`src/rtl/fuart_pkg.sv`:
```
package fuart_pkg;
    typedef enum logic [1:0] {
        TX_IDLE  = 2'd0,
        TX_START = 2'd1,
        TX_DATA  = 2'd2,
        TX_STOP  = 2'd3
    } tx_state_e;
endpackage

```
`src/rtl/fuart_prescaler.sv`:
```
module fuart_prescaler #(
    parameter int QW = 16
) (
    input  logic          clk,
    input  logic          rst,
    input  logic          clear,
    input  logic          run,
    input  logic [QW-1:0] quot,
    output logic          tick
);
    logic [QW-1:0] quot_q;
    logic [QW-1:0] pre_q;
    logic [QW:0]   pre_next;

    assign pre_next = {1'b0, pre_q} + (QW+1)'(1);
    // a quotient of zero behaves like one
    assign tick     = run && (pre_next >= {1'b0, quot_q});

    always_ff @(posedge clk) begin
        if (rst) begin
            pre_q  <= '0;
            quot_q <= QW'(1);
        end else if (clear) begin
            pre_q  <= '0;
            quot_q <= quot;
        end else if (run) begin
            if (tick) pre_q <= '0;
            else      pre_q <= pre_next[QW-1:0];
        end
    end


    prescale_bound_chk: assert property (@(posedge clk) disable iff (rst)
        (run && quot_q != '0) |-> (pre_q < quot_q));
endmodule

```
`src/rtl/fuart_slot_timer.sv`:
```
module fuart_slot_timer #(
    parameter int CW    = 8,
    parameter int SLOTS = 10
) (
    input  logic             clk,
    input  logic             rst,
    input  logic             start,
    input  logic             tick,
    input  logic [CW-1:0]    cfg_cnt,
    input  logic [CW-1:0]    cfg_pt,
    input  logic [SLOTS-1:0] cfg_mask,
    output logic             slot_done,
    output logic             strobe
);
    localparam int SW = $clog2(SLOTS + 1);
    localparam int MW = 1 << SW;

    logic [CW-1:0]    cnt_q;
    logic [CW-1:0]    pt_q;
    logic [SLOTS-1:0] mask_q;
    logic [CW:0]      bit_cnt;
    logic [SW-1:0]    slot_q;
    logic [MW-1:0]    mask_ext;
    logic             stretch;
    logic [CW:0]      lim;

    assign mask_ext  = MW'(mask_q);
    assign stretch   = mask_ext[slot_q];
    assign lim       = {1'b0, cnt_q} + (CW+1)'(stretch);
    assign slot_done = tick && (bit_cnt == lim);
    assign strobe    = tick && (bit_cnt == {1'b0, pt_q});

    always_ff @(posedge clk) begin
        if (rst) begin
            cnt_q   <= '0;
            pt_q    <= '0;
            mask_q  <= '0;
            bit_cnt <= '0;
            slot_q  <= '0;
        end else if (start) begin
            cnt_q   <= cfg_cnt;
            pt_q    <= cfg_pt;
            mask_q  <= cfg_mask;
            bit_cnt <= '0;
            slot_q  <= '0;
        end else if (tick) begin
            if (slot_done) begin
                bit_cnt <= '0;
                slot_q  <= slot_q + SW'(1);
            end else begin
                bit_cnt <= bit_cnt + (CW+1)'(1);
            end
        end
    end


    tick_bound_chk: assert property (@(posedge clk) disable iff (rst)
        bit_cnt <= lim);


    cfg_hold_chk: assert property (@(posedge clk) disable iff (rst)
        !start |=> ($stable(cnt_q) && $stable(pt_q) && $stable(mask_q)));
endmodule

```
`src/rtl/fuart_frame_fsm.sv`:
```
module fuart_frame_fsm
    import fuart_pkg::*;
#(
    parameter int DATA_BITS = 8
) (
    input  logic                 clk,
    input  logic                 rst,
    input  logic                 in_valid,
    input  logic [DATA_BITS-1:0] in_data,
    input  logic                 slot_done,
    output logic                 in_ready,
    output logic                 busy,
    output logic                 tx_line,
    output logic                 accept
);
    localparam int DW = (DATA_BITS > 1) ? $clog2(DATA_BITS) : 1;

    tx_state_e            state_q, state_d;
    logic [DATA_BITS-1:0] shreg_q;
    logic [DW-1:0]        dcnt_q;
    logic                 last_data;

    assign last_data = (dcnt_q == DW'(DATA_BITS - 1));
    assign accept    = in_valid && in_ready;

    always_comb begin
        state_d = state_q;
        unique case (state_q)
            TX_IDLE:  if (in_valid)               state_d = TX_START;
            TX_START: if (slot_done)              state_d = TX_DATA;
            TX_DATA:  if (slot_done && last_data) state_d = TX_STOP;
            TX_STOP:  if (slot_done)              state_d = TX_IDLE;
            default:                              state_d = TX_IDLE;
        endcase
    end

    always_ff @(posedge clk) begin
        if (rst) state_q <= TX_IDLE;
        else     state_q <= state_d;
    end

    always_ff @(posedge clk) begin
        if (rst) begin
            shreg_q <= '0;
            dcnt_q  <= '0;
        end else if (accept) begin
            shreg_q <= in_data;
            dcnt_q  <= '0;
        end else if (state_q == TX_DATA && slot_done) begin
            shreg_q <= shreg_q >> 1;
            dcnt_q  <= dcnt_q + DW'(1);
        end
    end

    always_comb begin
        in_ready = 1'b0;
        busy     = 1'b1;
        tx_line  = 1'b1;
        unique case (state_q)
            TX_IDLE: begin
                in_ready = 1'b1;
                busy     = 1'b0;
                tx_line  = 1'b1;
            end
            TX_START: tx_line = 1'b0;
            TX_DATA:  tx_line = shreg_q[0];
            TX_STOP:  tx_line = 1'b1;
            default:  tx_line = 1'b1;
        endcase
    end


    start_low_chk: assert property (@(posedge clk) disable iff (rst)
        accept |=> (!tx_line && busy));


    stop_high_chk: assert property (@(posedge clk) disable iff (rst)
        $fell(busy) |-> $past(tx_line));


    ready_busy_chk: assert property (@(posedge clk) disable iff (rst)
        busy |-> !in_ready);
endmodule

```
`src/rtl/fuart_tx.sv`:
```
module fuart_tx #(
    parameter int QW        = 16,
    parameter int CW        = 8,
    parameter int DATA_BITS = 8,
    parameter int LO_W      = 8,
    parameter int HI_W      = 2
) (
    input  logic                 clk,
    input  logic                 rst,
    input  logic [QW-1:0]        cfg_quot,
    input  logic [CW-1:0]        cfg_samp_cnt,
    input  logic [CW-1:0]        cfg_samp_pt,
    input  logic [LO_W-1:0]      cfg_frac_lo,
    input  logic [HI_W-1:0]      cfg_frac_hi,
    input  logic [DATA_BITS-1:0] in_data,
    input  logic                 in_valid,
    output logic                 in_ready,
    output logic                 tx_line,
    output logic                 samp_strobe,
    output logic                 busy
);
    localparam int SLOTS = DATA_BITS + 2;

    logic             tick;
    logic             slot_done;
    logic             accept;
    logic [SLOTS-1:0] mask_all;

    assign mask_all = SLOTS'({cfg_frac_hi, cfg_frac_lo});

    fuart_prescaler #(.QW(QW)) u_pre (
        .clk   (clk),
        .rst   (rst),
        .clear (accept),
        .run   (busy),
        .quot  (cfg_quot),
        .tick  (tick)
    );

    fuart_slot_timer #(.CW(CW), .SLOTS(SLOTS)) u_timer (
        .clk       (clk),
        .rst       (rst),
        .start     (accept),
        .tick      (tick),
        .cfg_cnt   (cfg_samp_cnt),
        .cfg_pt    (cfg_samp_pt),
        .cfg_mask  (mask_all),
        .slot_done (slot_done),
        .strobe    (samp_strobe)
    );

    fuart_frame_fsm #(.DATA_BITS(DATA_BITS)) u_fsm (
        .clk       (clk),
        .rst       (rst),
        .in_valid  (in_valid),
        .in_data   (in_data),
        .slot_done (slot_done),
        .in_ready  (in_ready),
        .busy      (busy),
        .tx_line   (tx_line),
        .accept    (accept)
    );


    strobe_busy_chk: assert property (@(posedge clk) disable iff (rst)
        samp_strobe |-> busy);


    strobe_single_chk: assert property (@(posedge clk) disable iff (rst)
        samp_strobe |=> !samp_strobe || $past(tick));
endmodule

```
`config.mk`:
```
export PLATFORM = sky130hd
export DESIGN_NAME = fuart_tx
export DESIGN_NICKNAME = d
export VERILOG_FILES = /design/src/rtl/fuart_pkg.sv /design/src/rtl/fuart_prescaler.sv /design/src/rtl/fuart_slot_timer.sv /design/src/rtl/fuart_frame_fsm.sv /design/src/rtl/fuart_tx.sv
export SDC_FILE = /design/constraint.sdc
export NUM_CORES = 1
export LEC_CHECK = 0
export ABC_AREA = 1
export ABC_CLOCK_PERIOD_IN_PS = 3800
export BUFFER_PORTS_ARGS = -buffer_cell sky130_fd_sc_hd__buf_2
export CAP_MARGIN = 20
export CORE_MARGIN = 10
export CORE_UTILIZATION = 54
export CTS_CLUSTER_DIAMETER = 100
export DETAILED_ROUTE_END_ITERATION = 6
export GPL_ROUTABILITY_DRIVEN = 0
export PLACE_DENSITY = 0.75
export REMOVE_ABC_BUFFERS = 1
export SETUP_SLACK_MARGIN = 0.5
export SLEW_MARGIN = 20
export SYNTH_ARGS = -nofsm -noshare
export SYNTH_HDL_FRONTEND = slang
export SYNTH_SLANG_ARGS = --single-unit
```
`constraint.sdc`:
```
create_clock -name clk -period 3.8 [get_ports clk]
set_clock_uncertainty 0.05 [all_clocks]
set_input_delay 0.19 -clock clk [delete_from_list [all_inputs] [get_ports clk]]
set_output_delay 0.19 -clock clk [all_outputs]
set_load 0.02 [all_outputs]
```
* Yosys cells after proc, flatten, opt, wreduce, memory -nomap -nowiden
Index checks and enable logic that the tools add are counted.
** Operators by class
- Add/subtract/negate cells :: 5
- Magnitude comparators :: 2
- Eq/ne operators :: 10
- Muxes and demuxes :: 14
- Reduce and logical (&&, ||, !) cells :: 12
** Operators by type and width (count)
- $add A16 B1 Y17 const B :: 1
- $ge A17 B16 Y1 :: 1
- $mux W16 :: 1
- $mux W8 :: 2
- $add A8 B1 Y9 :: 1
- $add A9 B1 Y9 const B :: 1
- $eq A9 B8 Y1 :: 1
- $eq A9 B9 Y1 :: 1
- $mux W9 :: 1
- $mux W2 :: 4
- $pmux W2 S4 :: 1
- $logic_and A1 B1 Y1 :: 6
- $ne A2 B1 Y1 const B :: 3
- $lt A4 B5 Y1 const B :: 1
- $add A4 B1 Y4 const B :: 1
- $bmux W1 S4 :: 1
- $eq A2 B2 Y1 const B :: 2
- $reduce_and A4 Y1 :: 1
- $reduce_or A2 Y1 :: 2
- $add A3 B1 Y3 const B :: 1
- $eq A3 B3 Y1 const B :: 1
- $mux W1 :: 3
- $pmux W1 S3 :: 1
- $eq A2 B1 Y1 const B :: 1
- other kinds (4) :: 4
** Word-level totals
- Register bits after elaboration :: 84
- Input bits :: 53
- Output and inout bits :: 4
- Word-level logic and storage cells :: 53

* Longest topological paths before layout
- Depth in word-level cells :: 8
- Gate-level depth with buffers :: 24
- Gate-level depth less buffers :: 24

* By module
From an unflattened synthesis, not the netlist that was laid out.
** Second synthesis, totals
- Cells, all modules :: 712
- Area, all modules :: 4840.9 µm²
** Modules (own cells, without submodules)
- fuart_slot_timer :: times used 1, cells each 330, area an instance 2157.1 µm², seq. area each 780.7 µm²
- fuart_prescaler :: times used 1, cells each 272, area an instance 1938.1 µm², seq. area each 640.6 µm²
- fuart_frame_fsm :: times used 1, cells each 110, area an instance 745.7 µm², seq. area each 260.2 µm²

* Worst setup path before layout
OpenSTA, ideal clock, no wires.
- Path type :: register -> register
- From :: register u_timer.slot_q[0]
- To :: register u_fsm.state_q[1]
- Library setup time :: 0.115 ns
- Data arrival time :: 2.694 ns
- Data required time :: 3.635 ns
- Setup slack :: 0.941 ns
- Cell stages (with the launch flop) :: 23
- Path buffers :: 2
- Clock period less this slack :: 2.859 ns
- Path through :: dfxtp_1 clkbuf_1 inv_1 o21ai_0 o22ai_1 o21ai_0 o32ai_1 ha_1 ha_1 inv_1 nand2_1 nand2_1 nor2_1 nand2_1 nor2_1 nand3_2 nor2_4 nand3_4 buf_6 a21oi_4 nand3_1 nand2_1 nor2_1
** On the way
- Word-level cells in the longest chain between the ends :: 8
- Elaborated cells on any way between the ends :: 10
- Classes of those cells :: add/sub: 1; eq/ne: 4; mux: 2; reduce/logical: 3
** RTL lines
- start, declared :: RTL line fuart_slot_timer.sv:22 : logic [SW-1:0] slot_q;
- start signal, assigned :: RTL line fuart_slot_timer.sv:49 : slot_q <= slot_q + SW'(1);
- $bmux W1 S4 (*) :: RTL line fuart_slot_timer.sv:28 : assign stretch = mask_ext[slot_q];
- $mux W1 (implied by the code) (*) :: RTL line fuart_slot_timer.sv:28
- $add A8 B1 Y9 (*) :: RTL line fuart_slot_timer.sv:29 : assign lim = {1'b0, cnt_q} + (CW+1)'(stretch);
- $eq A9 B9 Y1 (*) :: RTL line fuart_slot_timer.sv:30 : assign slot_done = tick && (bit_cnt == lim);
- $logic_and A1 B1 Y1 (*) :: RTL line fuart_slot_timer.sv:30
- $logic_and A1 B1 Y1 :: RTL line fuart_frame_fsm.sv:31 : TX_DATA: if (slot_done && last_data) state_d = TX_STOP;
- $ne A2 B1 Y1 (no source line)
- $reduce_and A4 Y1 (no source line) (*)
- end signal, assigned :: RTL line fuart_frame_fsm.sv:39 : else state_q <= state_d;
- end, declared :: RTL line fuart_frame_fsm.sv:18 : tx_state_e state_q, state_d;
Every way passes the cells marked *; elsewhere a longest branch is shown, timed or not. The select of a mux whose other input is x is not followed.
A chain may end at the register's enable or synchronous reset.

* Worst setup path after layout
- From :: register u_pre.pre_q[2]
- To :: output samp_strobe
** On the way
- Word-level cells in the longest chain between the ends :: 4
** RTL lines
- start, declared :: RTL line fuart_prescaler.sv:12 : logic [QW-1:0] pre_q;
- start signal, assigned :: RTL line fuart_prescaler.sv:28 : else pre_q <= pre_next[QW-1:0];
- $add A16 B1 Y17 :: RTL line fuart_prescaler.sv:15 : assign pre_next = {1'b0, pre_q} + (QW+1)'(1);
- $ge A17 B16 Y1 :: RTL line fuart_prescaler.sv:17 : assign tick = run && (pre_next >= {1'b0, quot_q});
- $logic_and A1 B1 Y1 :: RTL line fuart_prescaler.sv:17
- $logic_and A1 B1 Y1 :: RTL line fuart_slot_timer.sv:31 : assign strobe = tick && (bit_cnt == {1'b0, pt_q});
- end, declared :: RTL line fuart_tx.sv:19 : output logic samp_strobe,
Every way passes these cells.

==> key figures <==
Yosys
  – Syn avg cell area: 7.114 sq um
  – Yosys reg bits: 84
  – Unique cell type count in the Yosys netlist: 39
  – Cell Area, Synth: 4667 sq um
  – Synth warn: 0
  – Cells after Synth: 656
  – Sequential fraction of the synthesis area: 36.03%

Layout
  – Layout cell share with drive strength beyond 1: 23.87%
  – Synth-to-Final Area Change: 18.47%
  – Nets: 804
  – # diodes: 0

STA
  – Hold Fails Final Rpt: 0
  – Relative max-transition margin: 52.79%
  – Max-slew violations: 0
  – Setup TNS: 0 ns
  – Max Clk Rate: 306.7 MHz
  – Measured slew at the worst slew-check pin: 0.7072 ns
  – Unrepaired setup endpoints after global routing: yes
  – Final Cycle Share: a little under nine tenths
  – Setup-failing EPs final: 0
  – Tmin final: around 3.3 ns
  – Final setup margin: 0.5397 ns

Clocking
  – Clk_lat worst skew: about 0.37 ns
  – TritonCTS buffer count: 9
  – CTS tree: done
  – H-tree depth: 3
  – CTS Buffer Depth: 2
  – TritonCTS Sinks: 84
  – CTS root buf: clkbuf_8
  – CTS clock-pin slew for the worst setup and hold paths: 0.09 ns

Routing
  – Post-Route WL: 10,710 microns
  – Drt initial violations: around 220
  – Drt pass-1 iters: 4
  – Drt wl/cell: 12.84 microns
  – Antenna Nets Post-Route: 0
  – Drt drc: 0
  – Vias per cell: 5.161
  – Via count: 4,304

Global routing
  – Total gr overflow: 0
  – Initial antenna violation count: 0
  – Largest net degree at the start of global routing: 71
  – Vias in the first global route: 3,982
  – Tot GR Track Use: 16.00%
  – First-pass GRT wire length: 17,770 microns

Status
  – Outcome: complete, no violations

Die
  – Core ar.: between 8000 and 9000 sq um
  – Die Ht: about 110 microns
  – Row cnt: 33
  – Top Ports: 57
  – Effective utilization at floorplan: 56.23%
  – Die area: 12,760 sq um
  – Die Width: ~110 microns

Worst setup path
  – Endpoint class of the critical path: output pin
  – Crit path kind: flip-flop to output pin
  – CP startpoint kind: flip-flop
  – Worst EP arrival: 3.02 ns
  – Crit path max fanout: 7
  – Worst path required time: 3.56 ns

Power and ir drop
  – Combinational share of power: 44.1%
  – Sequential power share: a little under two fifths
  – Sw frac: between 40% and 50%
  – LEAKAGE: roughly 2.5 nW
  – PwrDens: between 500 and 600 nW/um^2
  – Clock Power Share: 19.0%
  – VDD IR-drop max: 0.0003347 V
  – Internal Power: 0.001916 W
  – Net Sw Power: ~0.0014 W

Placement
  – Port-buffer cells: 56
  – Post-DP HPWL: 7290 microns
  – Dpl ws: between 0.2 and 0.25 ns

Job
  – Max cap viols: 0

Worst hold path
  – Worst hold path type: input pin to flip-flop
synthesized netlist by cell type:
master     count  area share, %
a2111oi_0      1           0.19
a211oi_1       8            1.3
a211oi_2       1           0.27
a21o_1         1           0.16
a21oi_1       40            4.3
a21oi_2        9            1.7
a21oi_4        1           0.35
a31o_2         1           0.19
a31oi_1        1           0.13
buf_1          1          0.080
buf_2          2           0.21
buf_6          3           0.72
clkbuf_1      18            1.4
dfxtp_1       84             36
ha_1          27            7.2
inv_1         68            5.5
inv_2          5           0.40
nand2_1      125             10
nand2_2       10            1.3
nand2_4        2           0.48
nand3_1       18            1.9
nand3_2        4           0.86
nand3_4        1           0.38
nand3b_1       4           0.64
nand4_1        8            1.1
nor2_1       105            8.4
nor2_2         5           0.67
nor2_4         5            1.2
nor3_1         5           0.54
nor3b_1        2           0.32
o21a_1         1           0.16
o21ai_0       55            5.9
o21ai_1        3           0.32
o21bai_2       1           0.24
o22ai_1        5           0.67
o32ai_1        1           0.19
or2_2          5           0.67
xnor2_1        8            1.5
xor2_1        12            2.3
power by group through the flow:
stage	clock network, W	logic, W	registers [W]
CTS	0.000644	0.00135	0.00122
global route	0.000671	0.00165	0.00124
floorplan	0	0.000987	0.00120
finish	0.000629	0.00146	0.00122
global placement	0	0.00124	0.00122
detailed placement	0	0.00128	0.00123
final timing paths:
kind	startpoint	endpoint	slack, ns	cells after the start
worst min-delay path	cfg_frac_hi[1]	u_timer.mask_q[9]	0.01	3
worst max register to register	u_pre.pre_q[2]	u_timer.bit_cnt[5]	0.57	22
worst max-delay path	u_pre.pre_q[2]	samp_strobe	0.54	18
worst min register to register	u_pre.quot_q[12]	u_pre.quot_q[12]	0.41	2
layout make-up:
| type | instances | area, sq um |
|---|---|---|
| Clock buffer | 11 | 151.4 |
| Clock inverter | 5 | 42.54 |
| Fill cell | 705 | 2770 |
| Inverter | 73 | 276.5 |
| Multi-Input combinational cell | 475 | 2751 |
| Sequential cell | 84 | 1697 |
| Tap cell | 105 | 131.4 |
| Timing Repair Buffer | 81 | 479.2 |
sequential cells by signal, summed over array words and instances (netlist names):
signal           cells
u_timer.slot_q       4
u_pre.pre_q         16
u_timer.mask_q      10
u_pre.quot_q        16
u_timer.bit_cnt      9
u_fsm.dcnt_q         3
u_timer.pt_q         8
u_fsm.state_q        2
u_timer.cnt_q        8
u_fsm.shreg_q        8
layer usage:
metal / part of all wire, % / track usage (%)
met1: 48 / 20.91
met4: 1.1 / 3.638
met3: 5.6 / 4.596
met2: 46 / 25.42
met5: 0 / 0
cell families after synthesis:
logic type      synth area share, %
compound gates                16.03
simple gates                  28.61
xor+xnor                      3.753
flops                         36.03
fa+ha+maj                     7.239
buf+inv                       8.338
critical path, cell delays in order (launching register included):
cell and delay [ns]:
dfxtp_4 0.39, nand3_4 0.09, nor2_4 0.14, inv_2 0.06
nor2_4 0.14, nand2_2 0.09, nor2_2 0.11, nand4_1 0.15
xnor2_2 0.18, ha_1 0.28, inv_1 0.06, nor2_2 0.11
nand4_1 0.16, nor2_1 0.14, nand2_1 0.10, nand3_4 0.15
nand2_8 0.09, nor2_4 0.10, buf_6 0.12
through the flow:
| stage | power (W) | hold WS, ns | cells | utilization (%) | instance area (sq um) |
|---|---|---|---|---|---|
| after floorplan | 0.002186 | 0.2115 | 632 | - | 4552 |
| after global placement | 0.002466 | 0.3428 | 797 | 60.20 | 4996 |
| after detailed placement | 0.002513 | 0.3408 | 797 | 60.20 | 4996 |
| after CTS | 0.003214 | 0.009007 | 816 | 63.49 | 5269 |
| after global routing | 0.003564 | 0.01667 | 834 | 66.62 | 5529 |
| final | 0.003304 | 0.01326 | 834 | 66.62 | 5529 |
layout by cell type (no fill, tap or decap), types with 4 or more instances in the layout:
cell type	count
inv_2	8
nand3_1	17
or2_2	5
buf_4	23
a211oi_1	8
nor2_4	10
dfxtp_4	4
nor3_1	4
nand2_1	122
clkbuf_8	11
o21ai_1	6
xnor2_1	6
dfxtp_1	80
ha_1	24
nand3b_1	4
a21oi_2	9
buf_2	55
nand2_2	12
o21ai_0	52
xor2_1	11
nand3_4	4
nand4_1	8
inv_1	64
o22ai_1	5
nor2_1	96
nor2_2	9
a21oi_1	40
repair_timing:
action	CTS	global route
endpoints found under the hold margin	2	0
buffers inserted	1	18
pin swaps	2	20
hold buffers	2	0
setup endpoints to repair	19	23
gates resized for setup	14	34
Note: power is estimated with default switching activity, not from simulation.
